### config.mk
export PLATFORM = sky130hd
export DESIGN_NAME = pcm_ctrl
export DESIGN_NICKNAME = d
export VERILOG_FILES = /design/src/rtl/pcm_pkg.sv /design/src/rtl/pcm_ls_filter.sv /design/src/rtl/pcm_tmr.sv /design/src/rtl/pcm_sig.sv /design/src/rtl/pcm_ctrl.sv
export SDC_FILE = /design/constraint.sdc
export NUM_CORES = 1
export LEC_CHECK = 0
export BUFFER_PORTS_ARGS = -buffer_cell sky130_fd_sc_hd__buf_4
export CORE_MARGIN = 2
export CORE_UTILIZATION = 63
export CTS_CLUSTER_DIAMETER = 150
export DETAILED_ROUTE_END_ITERATION = 8
export GPL_TIMING_DRIVEN = 0
export PLACE_DENSITY = 0.85
export SETUP_SLACK_MARGIN = 0.1
export SLEW_MARGIN = 20
export SYNTH_ARGS = -nofsm -noshare
export SYNTH_HDL_FRONTEND = slang
export SYNTH_SLANG_ARGS = --single-unit
### constraint.sdc
create_clock -name clk -period 8.25 [get_ports clk]
set_input_delay 2.475 -clock clk [delete_from_list [all_inputs] [get_ports clk]]
set_output_delay 2.475 -clock clk [all_outputs]
set_load 0.01 [all_outputs]
### src/rtl/pcm_pkg.sv
package pcm_pkg;

  typedef enum logic [3:0] {
    ST_OFF     = 4'd0,
    ST_BREAK   = 4'd1,
    ST_TRACE   = 4'd2,
    ST_CONNECT = 4'd3,
    ST_NEXT    = 4'd4,
    ST_SIGNAL  = 4'd5,
    ST_JOIN    = 4'd6,
    ST_VERIFY  = 4'd7,
    ST_ACTIVE  = 4'd8,
    ST_MAINT   = 4'd9
  } pcm_st_e;

  // received line-state codes
  localparam logic [2:0] RX_QUIET  = 3'd0;
  localparam logic [2:0] RX_HALT   = 3'd1;
  localparam logic [2:0] RX_MASTER = 3'd2;
  localparam logic [2:0] RX_IDLE   = 3'd3;
  localparam logic [2:0] RX_ACT    = 3'd4;
  localparam logic [2:0] RX_NOISE  = 3'd5;

  // transmit commands
  localparam logic [2:0] TX_QUIET  = 3'd0;
  localparam logic [2:0] TX_HALT   = 3'd1;
  localparam logic [2:0] TX_MASTER = 3'd2;
  localparam logic [2:0] TX_IDLE   = 3'd3;
  localparam logic [2:0] TX_PASS   = 3'd4;

  function automatic logic [1:0] dur_max(input logic [1:0] a, input logic [1:0] b);
    return (a > b) ? a : b;
  endfunction

endpackage

### src/rtl/pcm_ls_filter.sv
module pcm_ls_filter #(
  parameter int IDLE_MIN = 12
) (
  input  logic       clk,
  input  logic       rst_n,
  input  logic [2:0] rx_ls,
  output logic [2:0] ls_q,
  output logic       ls_chg
);
  import pcm_pkg::*;

  localparam int RW = $clog2(IDLE_MIN + 1);
  localparam logic [RW-1:0] RUN_TOP = RW'(IDLE_MIN - 1);

  logic [RW-1:0] run;
  logic [2:0]    ls_nxt;

  always_comb begin
    ls_nxt = ls_q;
    if (rx_ls != RX_IDLE)     ls_nxt = rx_ls;
    else if (run == RUN_TOP)  ls_nxt = RX_IDLE;
  end

  always_ff @(posedge clk or negedge rst_n) begin
    if (!rst_n) begin
      run    <= '0;
      ls_q   <= RX_NOISE;
      ls_chg <= 1'b0;
    end else begin
      if (rx_ls == RX_IDLE) run <= (run == RUN_TOP) ? run : run + 1'b1;
      else                  run <= '0;
      ls_q   <= ls_nxt;
      ls_chg <= (ls_nxt != ls_q);
    end
  end
endmodule

### src/rtl/pcm_tmr.sv
module pcm_tmr #(
  parameter int TW = 10
) (
  input  logic          clk,
  input  logic          rst_n,
  input  logic          clr,
  output logic [TW-1:0] tmr
);
  always_ff @(posedge clk or negedge rst_n) begin
    if (!rst_n)           tmr <= '0;
    else if (clr)         tmr <= '0;
    else if (tmr != '1)   tmr <= tmr + 1'b1;
  end
endmodule

### src/rtl/pcm_sig.sv
module pcm_sig #(
  parameter int NB = 10
) (
  input  logic          clk,
  input  logic          rst_n,
  input  logic          clr,
  input  logic          cap,
  input  logic [3:0]    idx,
  input  logic          bit_val,
  input  logic [NB-1:0] loc_bits,
  output logic [NB-1:0] rx_bits,
  output logic [1:0]    dur_code,
  output logic          withhold,
  output logic          tree_mode
);
  import pcm_pkg::*;

  logic type_known;
  logic loc_m, rem_m;

  always_ff @(posedge clk or negedge rst_n) begin
    if (!rst_n)                  rx_bits <= '0;
    else if (clr)                rx_bits <= '0;
    else if (cap && idx < 4'(NB)) rx_bits[idx] <= bit_val;
  end

  assign type_known = (idx > 4'd2);
  assign loc_m      = loc_bits[2] & loc_bits[1];
  assign rem_m      = rx_bits[2] & rx_bits[1];
  assign tree_mode  = type_known & (loc_m | rem_m);
  assign withhold   = type_known & loc_m & rem_m;
  assign dur_code   = dur_max(loc_bits[5:4], rx_bits[5:4]);
endmodule

### src/rtl/pcm_ctrl.sv
module pcm_ctrl #(
  parameter int NB       = 10,
  parameter int IDLE_MIN = 12,
  parameter int TL_MIN   = 8,
  parameter int T_OUT    = 300,
  parameter int TB_MAX   = 500,
  parameter int T_LAST   = 600,
  parameter int LC_SHORT = 30,
  parameter int LC_MED   = 60,
  parameter int LC_LONG  = 120,
  parameter int LC_EXT   = 240
) (
  input  logic          clk,
  input  logic          rst_n,
  input  logic [2:0]    rx_ls,
  input  logic          start_req,
  input  logic          stop_req,
  input  logic          trace_req,
  input  logic          dis_req,
  input  logic          en_req,
  input  logic [2:0]    maint_ls,
  input  logic [NB-1:0] loc_bits,
  output logic [2:0]    tx_ls,
  output logic [3:0]    state_o,
  output logic [NB-1:0] rx_bits,
  output logic [3:0]    bit_cnt,
  output logic          brk_stuck,
  output logic          withhold,
  output logic          tree_mode,
  output logic          link_up,
  output logic          trace_prop
);
  import pcm_pkg::*;

  localparam int M1   = (T_OUT + LC_EXT > T_LAST) ? T_OUT + LC_EXT : T_LAST;
  localparam int MAXV = (M1 > TB_MAX) ? M1 : TB_MAX;
  localparam int TW   = $clog2(MAXV + 2);
  localparam logic [3:0] LCT_BIT  = 4'd7;
  localparam logic [3:0] LAST_BIT = 4'(NB - 1);
  localparam logic [3:0] DONE_IDX = 4'(NB);

  pcm_st_e       st, nxt;
  logic [2:0]    ls_q;
  logic          ls_chg;
  logic [TW-1:0] tmr, lim, lct_t;
  logic [1:0]    dur_code;
  logic          xfer, cap, seen, pass_en;
  logic          dwell, tout, quiet_brk, wait_st, rx_hm;

  pcm_ls_filter #(.IDLE_MIN(IDLE_MIN)) u_filt (
    .clk(clk), .rst_n(rst_n), .rx_ls(rx_ls), .ls_q(ls_q), .ls_chg(ls_chg));

  pcm_tmr #(.TW(TW)) u_tmr (.clk(clk), .rst_n(rst_n), .clr(xfer), .tmr(tmr));

  pcm_sig #(.NB(NB)) u_sig (
    .clk(clk), .rst_n(rst_n), .clr(xfer && nxt == ST_CONNECT), .cap(cap),
    .idx(bit_cnt), .bit_val(ls_q == RX_HALT), .loc_bits(loc_bits),
    .rx_bits(rx_bits), .dur_code(dur_code), .withhold(withhold),
    .tree_mode(tree_mode));

  function automatic logic [TW-1:0] dur_ticks(input logic [1:0] c);
    case (c)
      2'd0:    return TW'(LC_SHORT);
      2'd1:    return TW'(LC_MED);
      2'd2:    return TW'(LC_LONG);
      default: return TW'(LC_EXT);
    endcase
  endfunction

  assign lct_t = dur_ticks(dur_code);

  always_comb begin
    lim = TW'(T_OUT);
    if (st == ST_NEXT && bit_cnt == LCT_BIT)  lim = lct_t + TW'(T_OUT);
    if (st == ST_NEXT && bit_cnt == LAST_BIT) lim = TW'(T_LAST);
  end

  assign wait_st   = st inside {ST_CONNECT, ST_NEXT, ST_SIGNAL, ST_JOIN, ST_VERIFY};
  assign dwell     = (tmr >= TW'(TL_MIN));
  assign tout      = wait_st && (tmr >= lim);
  assign quiet_brk = (st inside {ST_NEXT, ST_SIGNAL, ST_JOIN, ST_VERIFY, ST_ACTIVE})
                     && (ls_q == RX_QUIET);
  assign rx_hm     = (ls_q == RX_HALT) || (ls_q == RX_MASTER);

  always_comb begin
    nxt  = st;
    xfer = 1'b0;
    cap  = 1'b0;
    if (dis_req) begin
      nxt = ST_MAINT; xfer = 1'b1;
    end else if (st == ST_MAINT) begin
      if (en_req) begin nxt = ST_OFF; xfer = 1'b1; end
    end else if (stop_req) begin
      nxt = ST_OFF; xfer = 1'b1;
    end else if (start_req) begin
      nxt = ST_BREAK; xfer = 1'b1;
    end else if (quiet_brk || tout) begin
      nxt = ST_BREAK; xfer = 1'b1;
    end else begin
      case (st)
        ST_BREAK:
          if (dwell && (ls_q == RX_QUIET || ls_q == RX_HALT)) begin
            nxt = ST_CONNECT; xfer = 1'b1;
          end
        ST_CONNECT:
          if (ls_q == RX_IDLE) begin
            nxt = ST_BREAK; xfer = 1'b1;
          end else if (dwell && ls_q == RX_HALT) begin
            nxt = ST_NEXT; xfer = 1'b1;
          end
        ST_NEXT:
          if (dwell && ls_q == RX_IDLE) begin
            if (bit_cnt == DONE_IDX) begin
              nxt = withhold ? ST_BREAK : ST_JOIN; xfer = 1'b1;
            end else if (bit_cnt != LCT_BIT || tmr >= lct_t) begin
              nxt = ST_SIGNAL; xfer = 1'b1;
            end
          end
        ST_SIGNAL:
          if (dwell && rx_hm) begin
            nxt = ST_NEXT; xfer = 1'b1; cap = 1'b1;
          end
        ST_JOIN:
          if (dwell && ls_q == RX_HALT) begin nxt = ST_VERIFY; xfer = 1'b1; end
        ST_VERIFY:
          if (dwell && ls_q == RX_MASTER) begin nxt = ST_ACTIVE; xfer = 1'b1; end
        ST_ACTIVE:
          if (ls_q == RX_HALT) begin
            nxt = ST_BREAK; xfer = 1'b1;
          end else if (trace_req) begin
            nxt = ST_TRACE; xfer = 1'b1;
          end
        default: ;
      endcase
    end
  end

  always_ff @(posedge clk or negedge rst_n) begin
    if (!rst_n) begin
      st      <= ST_OFF;
      bit_cnt <= '0;
      seen    <= 1'b0;
      pass_en <= 1'b0;
    end else begin
      st <= nxt;
      if (xfer && nxt == ST_CONNECT) bit_cnt <= '0;
      else if (cap)                  bit_cnt <= bit_cnt + 1'b1;
      if (xfer)        seen <= 1'b0;
      else if (ls_chg) seen <= 1'b1;
      if (xfer)                                     pass_en <= 1'b0;
      else if (st == ST_ACTIVE && ls_q == RX_IDLE)  pass_en <= 1'b1;
    end
  end

  always_comb begin
    case (st)
      ST_TRACE, ST_VERIFY: tx_ls = TX_MASTER;
      ST_CONNECT, ST_JOIN: tx_ls = TX_HALT;
      ST_NEXT:             tx_ls = TX_IDLE;
      ST_SIGNAL:           tx_ls = loc_bits[bit_cnt] ? TX_HALT : TX_MASTER;
      ST_ACTIVE:           tx_ls = pass_en ? TX_PASS : TX_IDLE;
      ST_MAINT:            tx_ls = maint_ls;
      default:             tx_ls = TX_QUIET;
    endcase
  end

  assign state_o    = st;
  assign link_up    = (st == ST_ACTIVE);
  assign brk_stuck  = (st == ST_BREAK) && (tmr >= TW'(TB_MAX));
  assign trace_prop = (st == ST_ACTIVE) && (ls_q == RX_MASTER) && (seen || ls_chg);
endmodule

Yosys cells after proc, flatten, opt, wreduce, memory -nomap -nowiden
Cells that the tools add are included.
{ "word_totals": {"ram_bits": 0, "latch_bits": 0, "ff_bits": 38, "rom_bits": 0, "n_memories": 0} }
{ "op_classes": {"div": 0, "muxes": 68, "n_lt_le_gt_ge": 9, "n_eq_ne": 25, "n_bitwise": 6, "shift": 0, "reduce_logical": 32, "n_addsub": 4, "mul": 0} }
{ "ops": {"columns": ["op", "n"], "rows": [
  ["2-to-1 mux 4 bit", 21],
  ["2-to-1 mux 10 bit", 6],
  ["2-to-1 mux 1 bit", 28],
  ["one-hot mux 4 bit (7 select lines)", 1],
  ["one-hot mux 8 bit (3 select lines)", 1],
  ["equality test 4 x 3 -> 1 bit (second input constant)", 5],
  ["equality test 4 bit (second input constant)", 5],
  [">= comparator 10 bit", 2],
  ["one-hot mux 3 bit (6 select lines)", 1],
  ["logical AND 1 bit", 16],
  ["equality test 4 x 2 -> 1 bit (second input constant)", 3],
  ["2-to-1 mux 3 bit", 4],
  ["adder 10 x 1 -> 10 bit (second input constant)", 1],
  ["adder 10 x 9 -> 10 bit (second input constant)", 1],
  ["bitwise mux 10 bit", 1],
  [">= comparator 10 x 4 -> 1 bit (second input constant)", 1],
  [">= comparator 10 x 9 -> 1 bit (second input constant)", 1],
  ["inequality test 10 bit (second input constant)", 1],
  ["nonzero test 2 bit", 5],
  ["nonzero test 5 bit", 2],
  ["equality test 3 x 2 -> 1 bit (second input constant)", 3],
  ["adder 4 x 1 -> 4 bit (second input constant)", 2],
  ["one-hot mux 1 bit (7 select lines)", 1],
  ["bitwise AND 1 bit", 5],
  ["other kinds (21)", 27]
]} }

Longest topological paths before layout
Gate-level depths: netlist (run 1).
{ "logic_depth": {"depth_word": 18, "mapped_depth": 20, "ltp_nobuf": 19} }

Cells and area by module
A second synthesis (run 1) with hierarchy kept.
{ "hier_totals": {"cells_unflattened": 372, "area_unflattened_um2": 3274.4} }
{ "modules_own_cells": {"columns": ["mod", "area_per_inst_um2", "seq_area_each_um2", "instances", "cells_per_inst"], "rows": [
  ["pcm_ctrl", 1675.4, 250.2, 1, 215],
  ["pcm_sig", 644.4, 250.2, 1, 69],
  ["pcm_tmr", 588.1, 250.2, 1, 55],
  ["pcm_ls_filter", 366.6, 202.7, 1, 33]
]} }

Worst setup path before layout (run 1)
No wires, ideal clock.
{ "synth_timing": {"path_kind": "input-to-output", "start": "input port loc_bits[9]", "end": "output port tx_ls[1]", "cell_stages": 6, "arrival_ns": 3.556, "path_slack_ns": 2.219, "required_time_ns": 5.775, "path_buffers": 0, "path_cell_list": "mux4_2 > a22oi_1 > o21ai_0 > a21oi_1 > o21ai_0 > o21ai_0"} }
{ "synth_via": {"elab_chain_len": 4} }
{ "synth_rtl": {"columns": ["item", "line", "source"], "rows": [
  ["start: declaration", "pcm_ctrl.sv:22", "input logic [NB-1:0] loc_bits,"],
  ["binary-select mux 1 bit (select 4 bit)", "pcm_ctrl.sv:160", "ST_SIGNAL: tx_ls = loc_bits[bit_cnt] ? TX_HALT : TX_MASTER;"],
  ["2-to-1 mux 1 bit (not written as such)", "pcm_ctrl.sv:160", null],
  ["2-to-1 mux 2 bit", "pcm_ctrl.sv:160", null],
  ["one-hot mux 3 bit (6 select lines)", "pcm_ctrl.sv:156", "case (st)"],
  ["end: declaration", "pcm_ctrl.sv:23", "output logic [2:0] tx_ls,"]
]} }
Every way passes these cells. The select of a mux whose other input is x is not followed.

Worst setup path in the final report (run 1)
{ "layout_timing": {"start": "input port loc_bits[1]", "end": "output port tx_ls[1]"} }
Same word-level chain as after synthesis.

==> results_dict.tcl, run 1 <==
set metrics [dict create \
    reg2reg_depth 17 \
    r2r_start "u_sig.rx_bits[4]" \
    routedWlPerCell_um 17.8 \
    layout-drive-gt1-share_pct 19.7 \
    antenna_cells 0 \
    path_common_cell "o21ai_0" \
    crit_path_start_kind "input pin" \
    clock-sinks 38 \
    finalInstanceArea_um2 3950 \
    finalSetupViolCount 0 \
    synth_flop_cell "dfrtp_1" \
    maxSlewViolCount 0 \
    yosysSeqAreaShare_pct 28.3 \
    worstMarginPinSlew_ps 597 \
    power_density_nw_per_um2 143 \
    rows 26 \
    vdd_drop_max_v 0.000116 \
    crit_path_end_kind "output pin" \
    synth_area_per_cell_um2 8.51 \
    synth-edff-count 0 \
    routed-via-count 3338 \
    busiest_layer "met2" \
    post_cts_buffers 0 \
    die_w_um 77.1 \
    holdCritStartpoint "u_sig.rx_bits[3]" \
    clkTransAtPathRegs_ps 80 \
    cts_hold_buf 0 \
    area_growth_pct 17.3 \
    holdPathEnd "u_sig.rx_bits[3]" \
    cp_cell_sequence "buf_4, mux4_2, a22oi_1, o21ai_0, a21oi_1, o21ai_0, o21ai_0, buf_4" \
    hp-class "flip-flop to flip-flop" \
    nFillCells 392 \
    whs_path_depth 2 \
    ctsResizeCount 0 \
    p_leak_nw 1.75 \
    start_util_pct 65.5 \
    grt_first_pass_wirelength_mm 15.1 \
    place_congestion 0.970 \
    cp_max_fo 3 \
    final_hold_viol_count 0 \
    dp_cells 513 \
    grt_start_max_net_pins 39 \
    layout_min_cycle_time_ps 6450 \
    reg2reg_slack_ps 3890 \
    placed_cell_area_um2 3810 \
    clock_latency_ps 290 \
    multiInputGateArea_um2 2230 \
    cts_buffers 5 \
    antenna_left 0 \
    setup_tns_ps 0 \
    maxCapViolations 0 \
    clock_skew_ps 2.09 \
    yosysWarnings 0 \
    rsz0062_at_grt "false" \
    power_uw 566 \
    path_class "input pin to output pin" \
    min_period_over_period_pct 78.2 \
    grt_util_all_layers_pct 31.8 \
    grt_use_met2_pct 53.9 \
    cp_data_required_time_ps 5780 \
    io-pin-count 49 \
    ys_seq_elements 38 \
    max_freq_mhz 155 \
    clock-root-buffer "clkbuf_8" \
    gr-total-overflow 0 \
    max-clock-path-buffers 2 \
    firstDrtPassIters 5 \
    synth_nets 450 \
    arrival_ps 3970 \
    synth.distinct_cells 74 \
    final_cells 521 \
    dpl.hpwl_mm 6.96 \
    coreArea_um2 5140 \
    global_route.usage.met3_pct 6.47 \
    viasPerCell 6.41 \
    wl_mm 9.25 \
    slowest_stage "mux4_2" \
    final_core_utilization_pct 76.9 \
    dieHeight_um 77.1 \
    grt_pass1_vias 3200 \
    netlist_area_um2 3370 \
    syn_inst 396 \
    dr.first_iter.drc_count 170 \
    antenna_found_initial 0 \
    fin_nets 504 \
    r2r-end "bit_cnt[0]" \
    async_flop_share_pct 100 \
    htreeDepth 2 \
    cp_slowest_stage_delay_ps 440 \
    max_slew_margin_pct 59.9 \
    seq_area_um2 953 \
    port_buffers 47 \
    drc 0 \
    status "complete, no violations" \
    cts_tree "done" \
    met1_usage_pct 40.5 \
    dieArea_um2 5950 \
]
## report_power, final
group | internal [mW] | switching [mW] | leakage (nW)
clock network | 0.129 | 0.0714 | 0.0714
registers | 0.194 | 0.00959 | 0.502
logic | 0.0665 | 0.0955 | 1.18
## cell usage in the layout, fill, tap and decap left out, drive strengths merged, types with 3 or more instances in the layout
cell type   n
a211oi      5
a21o        3
a21oi      27
a22oi       3
a31oi       3
and3       12
buf        56
clkbuf     19
dfrtp      36
ha         31
inv        20
mux2i       8
nand2      26
nand2b      8
nand3      17
nand3b      5
nand4       9
nor2       35
nor2b       3
nor3       19
nor3b       4
nor4        7
o21a        4
o21ai      29
o31ai       3
or3         5
or4         3
xnor2       5
xor2        6
## logic make-up (layout without fill, tap and decap cells)
logic type | Yosys count | count (layout) | synth area share [%]
AOI/OAI and AO/OA | 97 | 97 | 20.3
xor gates and xnor gates | 11 | 11 | 2.86
adders and majority gates | 31 | 31 | 11.5
buffers and inverters | 42 | 97 | 5.35
DFF | 38 | 38 | 28.3
muxes | 10 | 10 | 3.71
and+or+nand+nor | 167 | 167 | 28.0
## registers in the layout, indices dropped and copies added (netlist names)
register and flops:
state_o 4, u_sig.rx_bits 10, u_filt.ls_q 3, u_filt.ls_chg 1, bit_cnt 4, pass_en 1
seen 1, u_filt.run 4, u_tmr.tmr 10
## cell type report
cell class	count	share of cell area, %
clock buffers	6	2.09
clock inverters	2	1.52
well taps	70	2.22
multi-input cells	316	56.6
plain buffers	22	2.66
repair buffers	47	8.93
inverters	20	1.90
flip-flops and latches	38	24.1
## per-layer routing
metal | vias to the layer above | routed length (um)
met3 | 20 | 686
li1 | 1575 | -
met1 | 1595 | 3970
met5 | - | 0
met4 | 0 | 166
met2 | 148 | 4430
## critical path: cells and delay by family
family | cells | cell delay [ps]
AOI/OAI and AO/OA | 5 | 790
muxes | 1 | 440
buffers and inverters | 2 | 270
## cell usage after synthesis, types with 6 or more instances
| library cell | count | area [um^2] |
|---|---|---|
| inv_1 | 19 | 71.3 |
| nand4_1 | 9 | 56.3 |
| nor4_1 | 6 | 37.5 |
| nand3_1 | 17 | 85.1 |
| clkbuf_1 | 13 | 48.8 |
| nor3_1 | 19 | 95.1 |
| nand2b_1 | 7 | 43.8 |
| o21ai_0 | 28 | 140 |
| and3_1 | 12 | 75.1 |
| dfrtp_1 | 36 | 901 |
| a21oi_1 | 22 | 110 |
| mux2i_1 | 8 | 80.1 |
| nor2_1 | 29 | 109 |
| nand2_1 | 26 | 97.6 |
| ha_1 | 31 | 388 |
| xor2_1 | 6 | 52.6 |
| buf_2 | 6 | 30.0 |
## metrics by stage
step	setup slack, ps	hold WS (ps)
floorplan	2220	513
global placement	1800	513
detailed placement	1780	535
CTS	1800	556
global route	1640	594
finish	1800	547
## worst max-delay path by stage
stage / from / endpoint / cells past startpoint
floorplan: loc_bits[9] / tx_ls[1] / 6
global placement: loc_bits[1] / tx_ls[1] / 8
detailed placement: loc_bits[4] / bit_cnt[0] / 19
CTS: loc_bits[1] / tx_ls[1] / 8
global route: loc_bits[4] / bit_cnt[0] / 20
finish: loc_bits[1] / tx_ls[1] / 8
Note: power is estimated with default switching activity, not from simulation.
==> run 2: changes to the inputs <==
ABC_AREA = 1   (was default)
CORE_UTILIZATION = 58   (was 63)
PLACE_DENSITY = 0.79   (was 0.85)
clock period = 6 ns   (was 8.25 ns; I/O delays follow)
==> run 2 against run 1 <==
Total power increased by 20%. Cell area grew 0.79%. Worst hold slack got worse by 27 ps. Via count up 3.8%. Worst setup slack lost 920 ps. Die area rose by 9.8%. Global-route usage decreased by 3.1 points.
==> results_dict.tcl, run 2 <==
set metrics [dict create \
    r2r_start "u_sig.rx_bits[5]" \
    rsz0062_at_grt "false" \
    busiest_layer "met2" \
    crit_start "loc_bits[5]" \
    seq_area_um2 953 \
    max_slew_margin_pct 62.7 \
    clock-root-buffer "clkbuf_8" \
    routed-via-count 3465 \
    fin_nets 625 \
    layout_min_cycle_time_ps 5120 \
    antenna_found_initial 0 \
    synth_top_area_cell "dfrtp_1" \
    yosysWarnings 0 \
    setup_ws_ps 879 \
    vdd_drop_max_v 0.000128 \
    cp_slowest_stage_delay_ps 330 \
    layout-drive-gt1-share_pct 17.0 \
    drc 0 \
    status "complete, no violations" \
    maxCapViolations 0 \
    worstMarginPinSlew_ps 555 \
    dr.first_iter.drc_count 243 \
    endpoint "u_sig.rx_bits[8]" \
    final_cell_mix "115 x nand2_1, 87 x inv_1, 74 x nor2_1" \
    wl_mm 8.88 \
    grt_pass1_vias 3259 \
    post_cts_buffers 0 \
    rows 27 \
    cts_buffers 5 \
    cts_tree "done" \
    gr-total-overflow 0 \
    grt_use_met2_pct 47.8 \
    crit_path_end_kind "flip-flop" \
    synth.distinct_cells 42 \
    global_route.usage.met3_pct 4.22 \
    r2r-end "u_sig.rx_bits[8]" \
    reg2reg_slack_ps 2100 \
    crit_path_start_kind "input pin" \
    netlist_area_um2 3420 \
    power_density_nw_per_um2 171 \
    cp_data_required_time_ps 6190 \
    path_class "input pin to flip-flop" \
    synth_nets 570 \
    area_growth_pct 16.4 \
    ys_seq_elements 38 \
    synth_area_per_cell_um2 6.63 \
    yosysSeqAreaShare_pct 27.9 \
    port_buffers 48 \
    coreArea_um2 5610 \
    hold_slack_ps 520 \
    yosysMostFrequentCell "nand2_1" \
    dieArea_um2 6530 \
    antenna_cells 0 \
    dieHeight_um 80.8 \
    dpl.hpwl_mm 6.95 \
    synth_top_cells_by_area "dfrtp_1 26%, nand2_1 13%, ha_1 11%" \
    dp_slack_ps 578 \
    async_flop_share_pct 100 \
    final_common_cell "nand2_1" \
    clkTransAtPathRegs_ps 80 \
    met1_usage_pct 38.6 \
    reg2reg_depth 25 \
    hp-class "flip-flop to flip-flop" \
    synth_top_area_share_pct 26.3 \
    nFillCells 487 \
    maxSlewViolCount 0 \
    clock_skew_ps 5.05 \
    final_hold_viol_count 0 \
    setup_tns_ps 0 \
    path_common_cell "nand2_1" \
    cts_hold_buf 0 \
    max-clock-path-buffers 2 \
    clock-sinks 38 \
    firstDrtPassIters 5 \
    grt_first_pass_wirelength_mm 14.7 \
    ctsResizeCount 0 \
    min_period_over_period_pct 85.3 \
    antenna_left 0 \
    start_util_pct 61.0 \
    viasPerCell 5.38 \
    p_leak_nw 2.12 \
    io-pin-count 49 \
    syn_inst 516 \
    slowest_stage "ha_1" \
    finalSetupViolCount 0 \
    multiInputGateArea_um2 2060 \
    die_w_um 80.8 \
    grt_util_all_layers_pct 28.7 \
    htreeDepth 2 \
    cp_max_fo 10 \
    power_uw 682 \
    final_core_utilization_pct 71.0 \
    place_congestion 0.944 \
    top_regs "u_sig.rx_bits x10, u_tmr.tmr x10" \
    arrival_ps 5310 \
    routedWlPerCell_um 13.8 \
    clock_latency_ps 300 \
    synth.top_cells.by_count "115 x nand2_1, 87 x inv_1, 74 x nor2_1" \
    max_freq_mhz 195 \
    synth_flop_cell "dfrtp_1" \
    synth-edff-count 0 \
    grt_start_max_net_pins 39 \
]
## run 2: cell types whose count changed after synthesis, moves of 10 or more
cell,change
and3_1,-11
clkbuf_1,-10
inv_1,+68
nand2_1,+89
nand3_1,+16
nor2_1,+45
nor3_1,-12
o21ai_0,-10
## run 2: cell families after synthesis
family,after synthesis,synth area share [%]
AOI/OAI and AO/OA,60,10.5
xor gates and xnor gates,8,2.05
adders and majority gates,31,11.3
buffers and inverters,103,11.8
DFF,38,27.9
and+or+nand+nor,276,36.5
## run 2: power breakdown
part	switching, mW	leakage [nW]	internal, mW	total, mW
sequential	0.0179	0.501	0.266	0.284
combinational	0.115	1.56	0.0696	0.185
clock	0.0963	0.0575	0.116	0.213
## run 2: layout make-up
type	instances	share of cell area [%]
clock buffer	8	2.76
buffer	7	1.10
inverter	96	9.05
timing repair buffer	48	9.05
multi-input combinational	375	51.8
tap	72	2.26
sequential	38	23.9
## run 2: metal layers
layer | share of wire, % | wire, um
met5 | 0 | 0
met4 | 1.2 | 103
met3 | 5.9 | 527
met2 | 47 | 4160
met1 | 46 | 4090
## run 2: worst min path at each step
stage,slack [ps],from,endpoint,depth (start not counted)
2_1_floorplan,480,u_filt.ls_chg,seen,2
3_3_place_gp,490,u_filt.ls_chg,seen,2
3_5_place_dp,500,u_filt.ls_chg,seen,2
4_1_cts,520,u_filt.ls_chg,seen,2
5_1_grt,560,u_filt.ls_chg,seen,2
6_report,520,u_filt.ls_chg,seen,2
## run 2: stage by stage
| step | cells | instance area [um^2] |
|---|---|---|
| floorplan | 516 | 3420 |
| global placement | 636 | 3870 |
| detailed placement | 636 | 3870 |
| CTS | 644 | 3980 |
| global route | 644 | 3980 |
| finish | 644 | 3980 |
## run 2: worst max-delay path: cells and delay by family
| family | cells | cell delay [ps] |
|---|---|---|
| buffers and inverters | 6 | 640 |
| AO/OA/AOI/OAI | 3 | 620 |
| adder cells (fa/ha/maj) | 3 | 730 |
| AND/OR/NAND/NOR | 14 | 1510 |
